--- src/rtl/fstl_pkg.sv ---
package fstl_pkg;
  // 3-bit substitution, input {w2,w1,w0}
  function automatic logic [2:0] sbox3(input logic [2:0] v);
    case (v)
      3'd0: sbox3 = 3'd0;
      3'd1: sbox3 = 3'd5;
      3'd2: sbox3 = 3'd6;
      3'd3: sbox3 = 3'd7;
      3'd4: sbox3 = 3'd4;
      3'd5: sbox3 = 3'd3;
      3'd6: sbox3 = 3'd1;
      default: sbox3 = 3'd2;
    endcase
  endfunction
endpackage

--- src/rtl/fstl_round_f.sv ---
module fstl_round_f #(
  parameter int B  = 8,
  parameter int NB = 3
) (
  input  logic [NB*B-1:0] x_i,
  input  logic [NB*B-1:0] k_i,
  output logic [NB*B-1:0] y_o
);
  localparam int NG = NB / 3;

  logic [NB*B-1:0] sum;
  logic [NB*B-1:0] sub;

  for (genvar j = 0; j < NB; j++) begin : g_add
    assign sum[j*B +: B] = x_i[j*B +: B] + k_i[j*B +: B];
  end

  // bitsliced S-box over word triples
  for (genvar g = 0; g < NG; g++) begin : g_grp
    for (genvar i = 0; i < B; i++) begin : g_bit
      logic [2:0] v;
      logic [2:0] o;
      assign v = {sum[(3*g+2)*B+i], sum[(3*g+1)*B+i], sum[3*g*B+i]};
      assign o = fstl_pkg::sbox3(v);
      assign sub[3*g*B+i]     = o[0];
      assign sub[(3*g+1)*B+i] = o[1];
      assign sub[(3*g+2)*B+i] = o[2];
    end
  end

  for (genvar j = 0; j < NB; j++) begin : g_rot
    logic [B-1:0] w;
    assign w = sub[j*B +: B];
    if (j % 3 == 1) begin : g_left
      assign y_o[j*B +: B] = {w[B-2:0], w[B-1]};
    end else if (j % 3 == 2) begin : g_right
      assign y_o[j*B +: B] = {w[0], w[B-1:1]};
    end else begin : g_keep
      assign y_o[j*B +: B] = w;
    end
  end
endmodule

--- src/rtl/fstl_key_sched.sv ---
module fstl_key_sched #(
  parameter int N  = 48,
  parameter int B  = 8,
  parameter int NR = 38
) (
  input  logic                  clk_i,
  input  logic                  rst_ni,
  input  logic                  load_i,
  input  logic                  adv_i,
  input  logic [N-1:0]          key_i,
  input  logic [$clog2(NR)-1:0] rnd_i,
  output logic [N/2-1:0]        rkey_o
);
  localparam int HALF = N / 2;
  localparam int NB   = HALF / B;
  localparam int CW   = $clog2(NR);
  localparam logic [CW-1:0] HN_C   = CW'(NR / 2);
  localparam logic [CW-1:0] HM_C   = CW'(NR / 2 - 1);
  localparam logic [CW-1:0] LAST_C = CW'(NR - 1);

  logic [HALF-1:0] ks_l, ks_r, cvec, fk;
  logic [CW-1:0]   cval;

  // forward constants rise to the midpoint, then fall back
  always_comb begin
    cval = (rnd_i < HN_C) ? rnd_i + 1'b1 : LAST_C - rnd_i;
    cvec = '0;
    cvec[B-1:0] = B'(cval);
  end

  fstl_round_f #(.B(B), .NB(NB)) u_fk (
    .x_i(ks_r),
    .k_i(cvec),
    .y_o(fk)
  );

  always_ff @(posedge clk_i or negedge rst_ni) begin
    if (!rst_ni) begin
      ks_l <= '0;
      ks_r <= '0;
    end else if (load_i) begin
      ks_l <= key_i[N-1:HALF];
      ks_r <= key_i[HALF-1:0];
    end else if (adv_i) begin
      if (rnd_i == HM_C) begin
        ks_l <= ks_r;
        ks_r <= ks_l;
      end else begin
        ks_l <= ks_r;
        ks_r <= ks_l ^ fk;
      end
    end
  end

  // second half reads the swapped state from the left
  assign rkey_o = (rnd_i < HN_C) ? ks_r : ks_l;


  mid_swap_chk: assert property (@(posedge clk_i) disable iff (!rst_ni)
    (adv_i && !load_i && rnd_i == HM_C) |=> (ks_l == $past(ks_r)) && (ks_r == $past(ks_l)));
endmodule

--- src/rtl/fstl_cipher.sv ---
module fstl_cipher #(
  parameter int N  = 48,
  parameter int B  = 8,
  parameter int NR = 3 * N / 4 + 2
) (
  input  logic         clk_i,
  input  logic         rst_ni,
  input  logic         start_i,
  input  logic         decrypt_i,
  input  logic [N-1:0] key_i,
  input  logic [N-1:0] text_i,
  output logic [N-1:0] result_o,
  output logic         done_o
);
  localparam int HALF = N / 2;
  localparam int NB   = HALF / B;
  localparam int CW   = $clog2(NR);
  localparam logic [CW-1:0] LAST_C = CW'(NR - 1);

  if ((N % (6 * B)) != 0 || (NR % 2) != 0 || NR < 2) begin : g_bad_cfg
    $error("fstl_cipher: N must be a multiple of 6*B and NR even and >= 2");
  end

  logic            busy_q, dec_q, done_q;
  logic [CW-1:0]   rnd_q;
  logic [HALF-1:0] l_q, r_q;
  logic [HALF-1:0] f_in, f_out, rkey, rw_l, mix, rwi_m, nxt_l, nxt_r;
  logic            accept;

  assign accept = start_i && !busy_q;

  fstl_key_sched #(.N(N), .B(B), .NR(NR)) u_ks (
    .clk_i (clk_i),
    .rst_ni(rst_ni),
    .load_i(accept),
    .adv_i (busy_q),
    .key_i (key_i),
    .rnd_i (rnd_q),
    .rkey_o(rkey)
  );

  // shared round function: right half on encrypt, left half on decrypt
  assign f_in = dec_q ? l_q : r_q;

  fstl_round_f #(.B(B), .NB(NB)) u_f (
    .x_i(f_in),
    .k_i(rkey),
    .y_o(f_out)
  );

  assign mix = r_q ^ f_out;

  for (genvar j = 0; j < NB; j++) begin : g_wrot
    assign rw_l[j*B +: B]  = l_q[((j + 1) % NB)*B +: B];
    assign rwi_m[j*B +: B] = mix[((j + NB - 1) % NB)*B +: B];
  end

  always_comb begin
    if (dec_q) begin
      nxt_l = rwi_m;
      nxt_r = l_q;
    end else begin
      nxt_l = r_q;
      nxt_r = rw_l ^ f_out;
    end
  end

  always_ff @(posedge clk_i or negedge rst_ni) begin
    if (!rst_ni) begin
      busy_q <= 1'b0;
      dec_q  <= 1'b0;
      done_q <= 1'b0;
      rnd_q  <= '0;
      l_q    <= '0;
      r_q    <= '0;
    end else begin
      done_q <= 1'b0;
      if (accept) begin
        busy_q <= 1'b1;
        dec_q  <= decrypt_i;
        rnd_q  <= '0;
        l_q    <= text_i[N-1:HALF];
        r_q    <= text_i[HALF-1:0];
      end else if (busy_q) begin
        l_q   <= nxt_l;
        r_q   <= nxt_r;
        rnd_q <= rnd_q + 1'b1;
        if (rnd_q == LAST_C) begin
          busy_q <= 1'b0;
          done_q <= 1'b1;
        end
      end
    end
  end

  assign result_o = {l_q, r_q};
  assign done_o   = done_q;


  done_pulse_chk: assert property (@(posedge clk_i) disable iff (!rst_ni)
    done_o |=> !done_o);


  done_after_last_chk: assert property (@(posedge clk_i) disable iff (!rst_ni)
    (busy_q && rnd_q == LAST_C) |=> (done_o && !busy_q));


  start_ignored_chk: assert property (@(posedge clk_i) disable iff (!rst_ni)
    (busy_q && rnd_q != LAST_C) |=> (busy_q && rnd_q == $past(rnd_q) + 1'b1 && dec_q == $past(dec_q)));


  result_hold_chk: assert property (@(posedge clk_i) disable iff (!rst_ni)
    (!busy_q && !start_i) |=> $stable(result_o));
endmodule

--- config.mk ---
export PLATFORM = sky130hd
export DESIGN_NAME = fstl_cipher
export DESIGN_NICKNAME = d
export VERILOG_FILES = /design/src/rtl/fstl_pkg.sv /design/src/rtl/fstl_round_f.sv /design/src/rtl/fstl_key_sched.sv /design/src/rtl/fstl_cipher.sv
export SDC_FILE = /design/constraint.sdc
export NUM_CORES = 1
export LEC_CHECK = 0
export BUFFER_PORTS_ARGS = -buffer_cell sky130_fd_sc_hd__buf_2
export CAP_MARGIN = 10
export CORE_UTILIZATION = 38
export DETAILED_ROUTE_END_ITERATION = 10
export PLACE_DENSITY = 0.7
export SKIP_LAST_GASP = 1
export SYNTH_ARGS = -nofsm -noshare
export SYNTH_HDL_FRONTEND = slang
export SYNTH_HIERARCHICAL = 1
export SYNTH_SLANG_ARGS = --single-unit
export TNS_END_PERCENT = 30
--- constraint.sdc ---
create_clock -name clk_i -period 4.1 [get_ports clk_i]
set_clock_uncertainty 0.2 [all_clocks]
set_input_delay 0.205 -clock clk_i [delete_from_list [all_inputs] [get_ports clk_i]]
set_output_delay 0.205 -clock clk_i [all_outputs]
set_load 0.1 [all_outputs]
Word level (Yosys, flattened, before mapping)
Cells that the tools add are included.

Output and inout bits: 49. Bits in registers: 105. Logic and storage cells: 173.

Reductions and logical operators: 19. Bitwise gates (word level): 3. Add/sub/neg operators: 6. Equality and inequality tests: 98. Mux-type cells: 38. Order comparisons: 1.

Operators with widths (number): case mux 3 bit (7 select lines) (16); two-way mux 24 bit (13); equality test 3 bit, second input constant (48); equality test 3 x 2 -> 1 bit, second input constant (32); XOR 24 bit (3); equality test 3 x 1 -> 1 bit, second input constant (16); zero test 3 bit (16); adder 8 bit (3); two-way mux 6 bit (3); adder 8 x 6 -> 8 bit (1); adder 6 x 1 -> 6 bit, second input constant (1); equality test 6 x 5 -> 1 bit, second input constant (1); equality test 6 bit, second input constant (1); < comparator 6 x 5 -> 1 bit, second input constant (1); two-way mux 1 bit (6); subtractor 6 bit, first input constant (1); nonzero test 2 bit (1); logical AND 1 bit (1); zero test 1 bit (1).

Logic depth before layout (Yosys ltp)
Gate-level depths: netlist of run 1.

Depth in word-level cells: 9. Gate-level depth with buffers: 17.

Modules after synthesis
Netlist of run 1, hierarchy kept.

Modules (own cells, without submodules): fstl_cipher (cells an instance 381, sequential area each 1426.4 sq um, times used 1, area each 3708.6 sq um); fstl_key_sched (cells an instance 310, sequential area each 1201.2 sq um, times used 1, area each 2967.8 sq um); fstl_round_f at u_f (cells an instance 155, sequential area each 0.0 sq um, times used 1, area each 1252.5 sq um); fstl_round_f at u_ks.u_fk (cells an instance 153, sequential area each 0.0 sq um, times used 1, area each 1223.7 sq um).

Worst setup path before layout of run 1
OpenSTA, ideal clock, no wires.

Path kind: flip-flop to flip-flop. From: register rnd_q[1]. To: register r_q[6]. Required time: 3.817 ns. Period minus slack after synthesis: 4.177 ns. Cell stages (with the launch flop): 17. Path slack: -0.077 ns. Path buffers: 1. Data arrival time: 3.894 ns. Cells stage by stage: dfrtp_1 -> ha_1 -> or3_4 -> a21oi_4 -> buf_8 -> mux2_2 -> ha_1 -> fa_1 -> a211oi_1 -> o21bai_1 -> a21oi_2 -> xor2_1 -> nor2_1 -> xnor2_1 -> xor2_1 -> nor2_1 -> o22ai_1.

Cells in the longest elaborated chain, start to end: 9. Elaborated cells on any way between the ends: 17.

Ends and longest elaborated chain: start: declaration (RTL line fstl_cipher.sv:25) `logic [CW-1:0] rnd_q;`; start signal: assignment (RTL line fstl_cipher.sv:87) `rnd_q <= rnd_q + 1'b1;`; < comparator 6 x 5 -> 1 bit (*) (RTL line fstl_key_sched.sv:56) `assign rkey_o = (rnd_i < HN_C) ? ks_r : ks_l;`; two-way mux 24 bit (*) (RTL line fstl_key_sched.sv:56); named net rkey[16] (RTL line fstl_cipher.sv:27) `logic [HALF-1:0] f_in, f_out, rkey, rw_l, mix, rwi_m, nxt_l, nxt_r;`; adder 8 bit (*) (RTL line fstl_round_f.sv:15) `assign sum[j*B +: B] = x_i[j*B +: B] + k_i[j*B +: B];`; equality test 3 bit, or another cell as far along (RTL line fstl_pkg.sv:4) `case (v)`; case mux 3 bit (7 select lines) (*) (RTL line fstl_pkg.sv:4); named net f_out[6] (RTL line fstl_cipher.sv:27); XOR 24 bit (*) (RTL line fstl_cipher.sv:64) `nxt_r = rw_l ^ f_out;`; two-way mux 24 bit (*) (RTL line fstl_cipher.sv:59) `if (dec_q) begin`; two-way mux 24 bit (*) (RTL line fstl_cipher.sv:84) `end else if (busy_q) begin`; two-way mux 24 bit (*) (RTL line fstl_cipher.sv:78) `if (accept) begin`; end signal: assignment (RTL line fstl_cipher.sv:83) `r_q <= text_i[HALF-1:0];`; end signal: assignment (RTL line fstl_cipher.sv:86) `r_q <= nxt_r;`; end: declaration (RTL line fstl_cipher.sv:26) `logic [HALF-1:0] l_q, r_q;`.

Mark *: on every way through the listed nets, which the timed path passes. The rest lies on a longest branch. The select of a mux whose other input is x is not followed. A chain may end at the register's enable or synchronous reset.

Final worst setup path of run 1
From: register rnd_q[1]. To: register r_q[15].

The elaborated chain is that of the path after synthesis.

==> results of run 1 <==
## cell families (layout without fill, tap and decap cells)
kind of cell    Yosys count  count (layout)  share of synthesized area
compound gates          285             285                      0.196
simple gates            198             198                      0.105
mux                     140             140                      0.161
xor+xnor                134             134                      0.128
flops                   105             105                      0.287
buf+inv                  83             324                     0.0451
fa+ha+maj                53              53                     0.0774
other cells               1              20                   0.000410
## per-stage QoR
stage / cells / TNS (ps) / utilization / hold WS (ps) / area (um2)
global route: 1578 / -405 / 0.511 / 65.2 / 12000
finish: 1578 / 0 / 0.511 / 52.8 / 12000
CTS: 1564 / 0 / 0.489 / 51.9 / 11500
detailed placement: 1450 / 0 / 0.434 / 19.9 / 10200
global placement: 1450 / 0 / 0.434 / 10.2 / 10200
floorplan: 1018 / 0 / - / -291 / 9230
## repair_timing
action,in CTS,in global routing
hold endpoints to repair,132,0
hold buffers,98,0
resized for setup,0,70
setup buffers,0,13
setup endpoints to repair,0,35
## synthesized netlist by cell type, types with 3 or more instances
cell type  number  area share
a211oi_2        6      0.0082
a21oi_1        51       0.028
a221oi_1        3      0.0029
a32oi_2         4      0.0071
buf_2          16      0.0087
buf_4           7      0.0057
buf_6           4      0.0049
clkbuf_1       23      0.0094
dfrtp_1       105        0.29
fa_1            6       0.013
ha_1           47       0.064
inv_1          26       0.011
mux2_2         55       0.068
mux2i_1        83       0.091
nand2_1        48       0.020
nand2b_1       10      0.0068
nand3_1         8      0.0044
nor2_1         82       0.034
nor2b_1        10      0.0068
nor3_1          6      0.0033
nor3b_1        23       0.019
o21a_1          4      0.0033
o21ai_0       127       0.069
o21ai_1         9      0.0049
o22ai_1        49       0.033
o31a_1          5      0.0048
o31ai_4         5       0.012
xnor2_1        35       0.033
xor2_1         99       0.095
## how the worst min path moves through the flow
stage                          end  slack, ps  cells after the start
after global placement     r_q[23]         10                      1
after CTS                 rnd_q[5]         50                      4
final                     rnd_q[5]         50                      4
after global routing      rnd_q[5]         70                      4
after detailed placement    r_q[5]         20                      1
after floorplan             busy_q       -290                      0
## area by class of cell
class	instances	area (um2)
Timing Repair Buffer	280	2030
Fill cell	2108	11500
Clock inverter	7	77.6
Tap cell	319	399
Multi-Input combinational cell	830	6550
Clock buffer	9	225
Inverter	28	105
Sequential cell	105	2640
## flip-flops by register name, indices dropped and copies added, names as in the netlist
name and count:
u_ks/ks_l 24, l_q 24, dec_q 1, done_o 1, busy_q 1, rnd_q 6
u_ks/ks_r 24, r_q 24
## critical path, stage by stage, from the launching register on
cell	delay, ps
dfrtp_2	430
ha_4	170
or3_4	340
a21oi_4	180
buf_12	140
mux2_2	330
ha_2	210
fa_2	370
a211oi_2	200
o21bai_1	150
a21oi_2	220
xor2_2	190
buf_4	170
mux2i_4	270
xor2_1	180
nor2_1	60
o22ai_1	180
## layer usage
layer,wire [um],share of wire,GRT usage,vias up
met4,634,0.023,0.0638,0
met3,1310,0.047,0.0251,48
li1,-,-,-,4060
met2,13500,0.48,0.360,305
met5,0,0,0,-
met1,12500,0.45,0.306,4114
==> flow_metrics.tcl, run 1 <==
set metrics [dict create \
    min_period_over_period 0.996 \
    layout-drive-gt1-share 0.262 \
    grt_max_degree 99 \
    critPathMaxFanout 6 \
    path_class "flop to flop" \
    yosys_warnings 6 \
    fp.coreArea_mm2 0.0235 \
    avgSynthCellArea_um2 9.16 \
    ys_ff_latch 105 \
    hp-class "primary input to flop" \
    dp_hpwl_mm 19.3 \
    worstSetupEndpoint "r_q[15]" \
    cts_root_buf "clkbuf_16" \
    gr-total-overflow 0 \
    path_clk_slew_ps 80 \
    rows 56 \
    layout_common_cells "147 x buf_2, 125 x o21ai_0, 101 x dfrtp_1, 98 x dlygate4sd3_1, 97 x xor2_1" \
    synthesis.area_mm2 0.00915 \
    place.gp.congestion 0.867 \
    synth-seq-area-share 0.287 \
    via_per_inst 5.40 \
    fin_nets 1407 \
    worstHoldStart "start_i" \
    worstRegToRegCells 16 \
    die_h_um 157 \
    final_common_cell "buf_2" \
    slew_headroom 0.344 \
    synth-edff-count 0 \
    post-place-ws_ps 41.1 \
    cts.path.max_buffers 2 \
    ys.flop_type "dfrtp_1" \
    ys_async_sr_fraction 1.00 \
    rrSetupSlack_ps 20 \
    outcome "complete, no violations" \
    maxSlewViolCount 0 \
    syn_inst 999 \
    postRouteAntennaNets 0 \
    finalCriticalPeriod_ps 4080 \
    start_kind "flop" \
    wl_per_cell_um 17.7 \
    grt_usage 0.221 \
    hold_violations 0 \
    yosys.cell_types.count 61 \
    io_buffers 148 \
    vias 8527 \
    setup-violations-final 0 \
    worstReg2RegEnd "r_q[15]" \
    clk-insertion-delay-late_ps 360 \
    wl_mm 28.0 \
    antenna_found_initial 0 \
    die-area_mm2 0.0247 \
    worstMarginPinSlew_ps 985 \
    drc 0 \
    setup_ws_ps 17.1 \
    critPathLaunch "rnd_q[1]" \
    dr.pass1.iters 5 \
    drtIter0Drc 641 \
    fp.dieW_um 157 \
    ios 149 \
    grt_pass1_vias 7895 \
    grt_pass1_wl_mm 42.6 \
    worst_ep_required_time_ps 4170 \
    tritoncts "built" \
    max_freq_mhz 245 \
    cts_htree_levels 3 \
    syn_to_final_growth_pct 31.4 \
    rr_startpoint "rnd_q[1]" \
    numClockSinks 105 \
    max-cap-violations 0 \
    cp-end-kind "flop" \
    initial_core_util 0.389 \
    crit_arrival_ps 4160 \
    cts_made_buffers 9 \
    num_antenna_cells 0 \
]
Power of run 1 is left out: the tool's default activity adds up to more than one toggle a clock period on the data nets, which glitch-free logic cannot reach.
==> run 2, diff against run 1 <==
--- a/config.mk
+++ b/config.mk
@@ -6,10 +6,10 @@
 export NUM_CORES = 1
 export LEC_CHECK = 0
 export BUFFER_PORTS_ARGS = -buffer_cell sky130_fd_sc_hd__buf_2
-export CAP_MARGIN = 10
 export CORE_UTILIZATION = 38
 export DETAILED_ROUTE_END_ITERATION = 10
 export PLACE_DENSITY = 0.7
+export RECOVER_POWER = 25
 export SKIP_LAST_GASP = 1
 export SYNTH_ARGS = -nofsm -noshare
 export SYNTH_HDL_FRONTEND = slang
==> flow_metrics.tcl, run 2 (synthesis gave the netlist of run 1 again) <==
set metrics [dict create \
    outcome "finished with violations" \
    failed_checks "max-capacitance violations, max-slew violations" \
    wl_mm 28.0 \
    hp-class "primary input to flop" \
    max-cap-violations 1 \
    wl_per_cell_um 17.7 \
    worst_ep_required_time_ps 4170 \
    grt_pass1_wl_mm 42.6 \
    max_freq_mhz 245 \
    path_class "flop to flop" \
    die_h_um 157 \
    maxSlewViolCount 38 \
    cp-end-kind "flop" \
    layout_common_cells "146 x buf_2, 125 x o21ai_0, 101 x dfrtp_1, 98 x dlygate4sd3_1, 97 x xor2_1" \
    via_per_inst 5.39 \
    initial_core_util 0.389 \
    grt_max_degree 99 \
    io_buffers 148 \
    antenna_found_initial 0 \
    post_dp_cell_area_mm2 0.0102 \
    hold_end "rnd_q[5]" \
    numClockSinks 105 \
    dp_hpwl_mm 19.3 \
    worstMarginPinSlew_ps 2230 \
    crit_arrival_ps 4160 \
    tns_ps 0 \
    fin_cells 1578 \
    finalCriticalPeriod_ps 4080 \
    worstHoldStart "start_i" \
    die-area_mm2 0.0247 \
    clk-insertion-delay-late_ps 360 \
    cts_htree_levels 3 \
    hold_depth 4 \
    rr_startpoint "rnd_q[1]" \
    critPathMaxFanout 6 \
    gr-total-overflow 0 \
    min_period_over_period 0.996 \
    fin_nets 1407 \
    drc 0 \
    final_common_cell "buf_2" \
    cts_made_buffers 9 \
    tritoncts "built" \
    vias 8513 \
    rows 56 \
    layout-drive-gt1-share 0.261 \
    cts.path.max_buffers 2 \
    final_util 0.510 \
    setup-violations-final 0 \
    grt_usage 0.221 \
    fp.coreArea_mm2 0.0235 \
    place_inst 1450 \
    fp.dieW_um 157 \
    ios 149 \
    hold_violations 0 \
    grt_pass1_vias 7895 \
    worstRegToRegCells 16 \
    place.gp.congestion 0.867 \
    syn_to_final_growth_pct 31.3 \
    rrSetupSlack_ps 20 \
    cts_root_buf "clkbuf_16" \
    slew_headroom -0.485 \
    drtIter0Drc 669 \
    num_antenna_cells 0 \
    postRouteAntennaNets 0 \
    dr.pass1.iters 7 \
    path_clk_slew_ps 80 \
    postLayoutCellArea_mm2 0.0120 \
    worstReg2RegEnd "r_q[15]" \
    start_kind "flop" \
]
-- run 2: cell type report --
| cell class | count | area [um2] |
|---|---|---|
| inverter | 28 | 105 |
| sequential | 105 | 2640 |
| fill | 2109 | 11500 |
| clock inverter | 7 | 77.6 |
| clock buffer | 9 | 225 |
| multi-input combinational | 830 | 6550 |
| timing repair buffer | 280 | 2030 |
| tap | 319 | 399 |
-- run 2: metal layers --
layer,track usage,vias up,part of all wire
met1,0.306,4115,0.45
met2,0.360,281,0.48
met4,0.0638,0,0.027
li1,-,4056,-
met3,0.0251,61,0.040
met5,0,-,0
-- run 2: how the worst max path moves through the flow --
stage | from | cells past startpoint | slack (ps) | endpoint
after floorplan | rnd_q[0] | 16 | 5 | r_q[6]
after global placement | rnd_q[0] | 15 | 130 | l_q[6]
after detailed placement | rnd_q[0] | 15 | 40 | l_q[6]
after CTS | rnd_q[0] | 15 | 9 | l_q[6]
after global routing | rnd_q[1] | 16 | -70 | r_q[15]
final | rnd_q[1] | 16 | 20 | r_q[15]
-- run 2: stage by stage --
step	worst slack, ps	hold WS [ps]
after global placement	133	10.2
after CTS	9.23	51.9
final	18.0	54.0
after floorplan	5.35	-291
after detailed placement	41.1	19.9
after global routing	-72.4	65.2
-- run 2: what timing repair did --
action	in CTS	in global routing
buffers inserted	0	13
hold endpoints to repair	132	0
gates resized for setup	0	70
hold buffers	98	0
setup endpoints to repair	0	35
-- run 2: worst max-delay path: stages (launching register included) --
cell and delay, ps:
dfrtp_2 430, ha_4 170, or3_4 340, a21oi_4 180, buf_12 140, mux2_2 330, ha_2 210, fa_2 360
a211oi_2 200, o21bai_1 150, a21oi_2 230, xor2_2 190, buf_4 170, mux2i_4 270, xor2_1 180, nor2_1 60
o22ai_1 180
Power of run 2 is left out for the same reason.
==> run 3, diff against run 2 <==
--- a/config.mk
+++ b/config.mk
@@ -8,7 +8,8 @@
 export BUFFER_PORTS_ARGS = -buffer_cell sky130_fd_sc_hd__buf_2
 export CORE_UTILIZATION = 38
 export DETAILED_ROUTE_END_ITERATION = 10
-export PLACE_DENSITY = 0.7
+export GPL_TIMING_DRIVEN = 0
+export PLACE_DENSITY = 0.67
 export RECOVER_POWER = 25
 export SKIP_LAST_GASP = 1
 export SYNTH_ARGS = -nofsm -noshare
==> constraint.sdc (replaced) <==
create_clock -name clk_i -period 4.51 [get_ports clk_i]
set_clock_uncertainty 0.2 [all_clocks]
set_input_delay 0.2255 -clock clk_i [delete_from_list [all_inputs] [get_ports clk_i]]
set_output_delay 0.2255 -clock clk_i [all_outputs]
set_load 0.1 [all_outputs]
==> flow_metrics.tcl, run 3 (synthesis gave the netlist of run 1 again) <==
set metrics [dict create \
    slew_headroom -1.15 \
    cts_made_buffers 9 \
    cts_htree_levels 3 \
    drtIter0Drc 705 \
    grt_usage 0.258 \
    vias 8902 \
    crit_arrival_ps 4490 \
    fp.dieW_um 157 \
    max-cap-violations 1 \
    cts.path.max_buffers 2 \
    rr_startpoint "rnd_q[0]" \
    worstRegToRegCells 16 \
    rrSetupSlack_ps 120 \
    worst_ep_required_time_ps 4600 \
    setup-violations-final 0 \
    wl_per_cell_um 19.9 \
    maxSlewViolCount 54 \
    fp.coreArea_mm2 0.0235 \
    wl_mm 31.8 \
    worstReg2RegEnd "l_q[15]" \
    setup_ws_ps 115 \
    layout-drive-gt1-share 0.226 \
    tns_ps 0 \
    dr.pass1.iters 5 \
    die-area_mm2 0.0247 \
    critPathMaxFanout 10 \
    post_dp_cell_area_mm2 0.0104 \
    worstHoldStart "text_i[35]" \
    via_per_inst 5.58 \
    clk-insertion-delay-late_ps 380 \
    die_h_um 157 \
    critPathLaunch "rnd_q[0]" \
    syn_to_final_growth_pct 27.2 \
    numClockSinks 105 \
    hold_violations 0 \
    ios 149 \
    grt_max_degree 55 \
    antenna_found_initial 0 \
    path_clk_slew_ps 80 \
    cts_root_buf "clkbuf_16" \
    max_freq_mhz 228 \
    start_kind "flop" \
    io_buffers 147 \
    min_period_over_period 0.974 \
    rows 56 \
    initial_core_util 0.389 \
    layout_common_cells "162 x buf_2, 127 x o21ai_0, 103 x dfrtp_1, 98 x xor2_1, 92 x dlygate4sd3_1" \
    cp-end-kind "flop" \
    grt_pass1_wl_mm 48.0 \
    postRouteAntennaNets 0 \
    path_class "flop to flop" \
    worstMarginPinSlew_ps 3230 \
    dp_hpwl_mm 23.2 \
    worstSetupEndpoint "l_q[15]" \
    failed_checks "max-capacitance violations, max-slew violations" \
    place_inst 1485 \
    num_antenna_cells 0 \
    gr-total-overflow 0 \
    place.gp.congestion 0.918 \
    fin_cells 1595 \
    hp-class "primary input to flop" \
    postLayoutCellArea_mm2 0.0116 \
    finalCriticalPeriod_ps 4390 \
    grt_pass1_vias 8538 \
    rsz0062_at_grt "yes" \
    outcome "finished with violations" \
    fillers 2246 \
    drc 0 \
    tritoncts "built" \
    final_common_cell "buf_2" \
    post-place-ws_ps -380 \
    fin_nets 1424 \
]
[run 3: layer usage]
| layer | vias up | part of all wire | track usage |
|---|---|---|---|
| li1 | 4103 | - | - |
| met1 | 4281 | 0.42 | 0.336 |
| met2 | 421 | 0.47 | 0.415 |
| met3 | 97 | 0.070 | 0.0394 |
| met4 | 0 | 0.042 | 0.131 |
| met5 | - | 0 | 0 |
[run 3: area by class of cell]
| cell class | count | area, um2 | area share |
|---|---|---|---|
| inverter | 28 | 105 | 0.00903 |
| clock inverter | 6 | 48.8 | 0.00419 |
| multi-input combinational | 830 | 6220 | 0.534 |
| buffer | 55 | 308 | 0.0264 |
| clock buffer | 10 | 239 | 0.0205 |
| timing repair buffer | 242 | 1700 | 0.146 |
| sequential | 105 | 2630 | 0.226 |
| tap | 319 | 399 | 0.0343 |
[run 3: worst max-delay path, stage by stage, from the launching register on]
cell and delay [ps]:
dfrtp_2 490, ha_1 270, or3_4 350, a21oi_4 150, buf_4 230, buf_8 160, mux2_2 380, ha_1 290
a211oi_2 340, o31ai_4 150, nand2b_1 180, a32oi_2 260, nor2_2 80, xnor2_1 360, xor2_1 200, nor2_1 60
o22ai_1 170
[run 3: metrics by stage]
step | util | hold WS, ps
after floorplan | - | -270
final | 0.495 | 9.73
after global placement | 0.440 | 233
after global routing | 0.495 | 2.81
after detailed placement | 0.441 | 23.2
after CTS | 0.494 | 4.61
[run 3: what timing repair did]
item	4_1_cts	5_1_grt
buffers inserted	1	1
setup endpoints to repair	12	13
hold endpoints to repair	144	0
resized for setup	3	5
cloned	0	0
pin swaps	1	0
hold buffers	92	0
[run 3: how the worst min path moves through the flow]
stage	to	slack [ps]	depth (start not counted)
CTS	l_q[6]	5	3
detailed placement	l_q[15]	20	1
finish	l_q[11]	10	3
global route	l_q[11]	3	3
floorplan	busy_q	-270	0
global placement	u_ks/ks_l[12]	230	3
Power of run 3 is left out for the same reason.
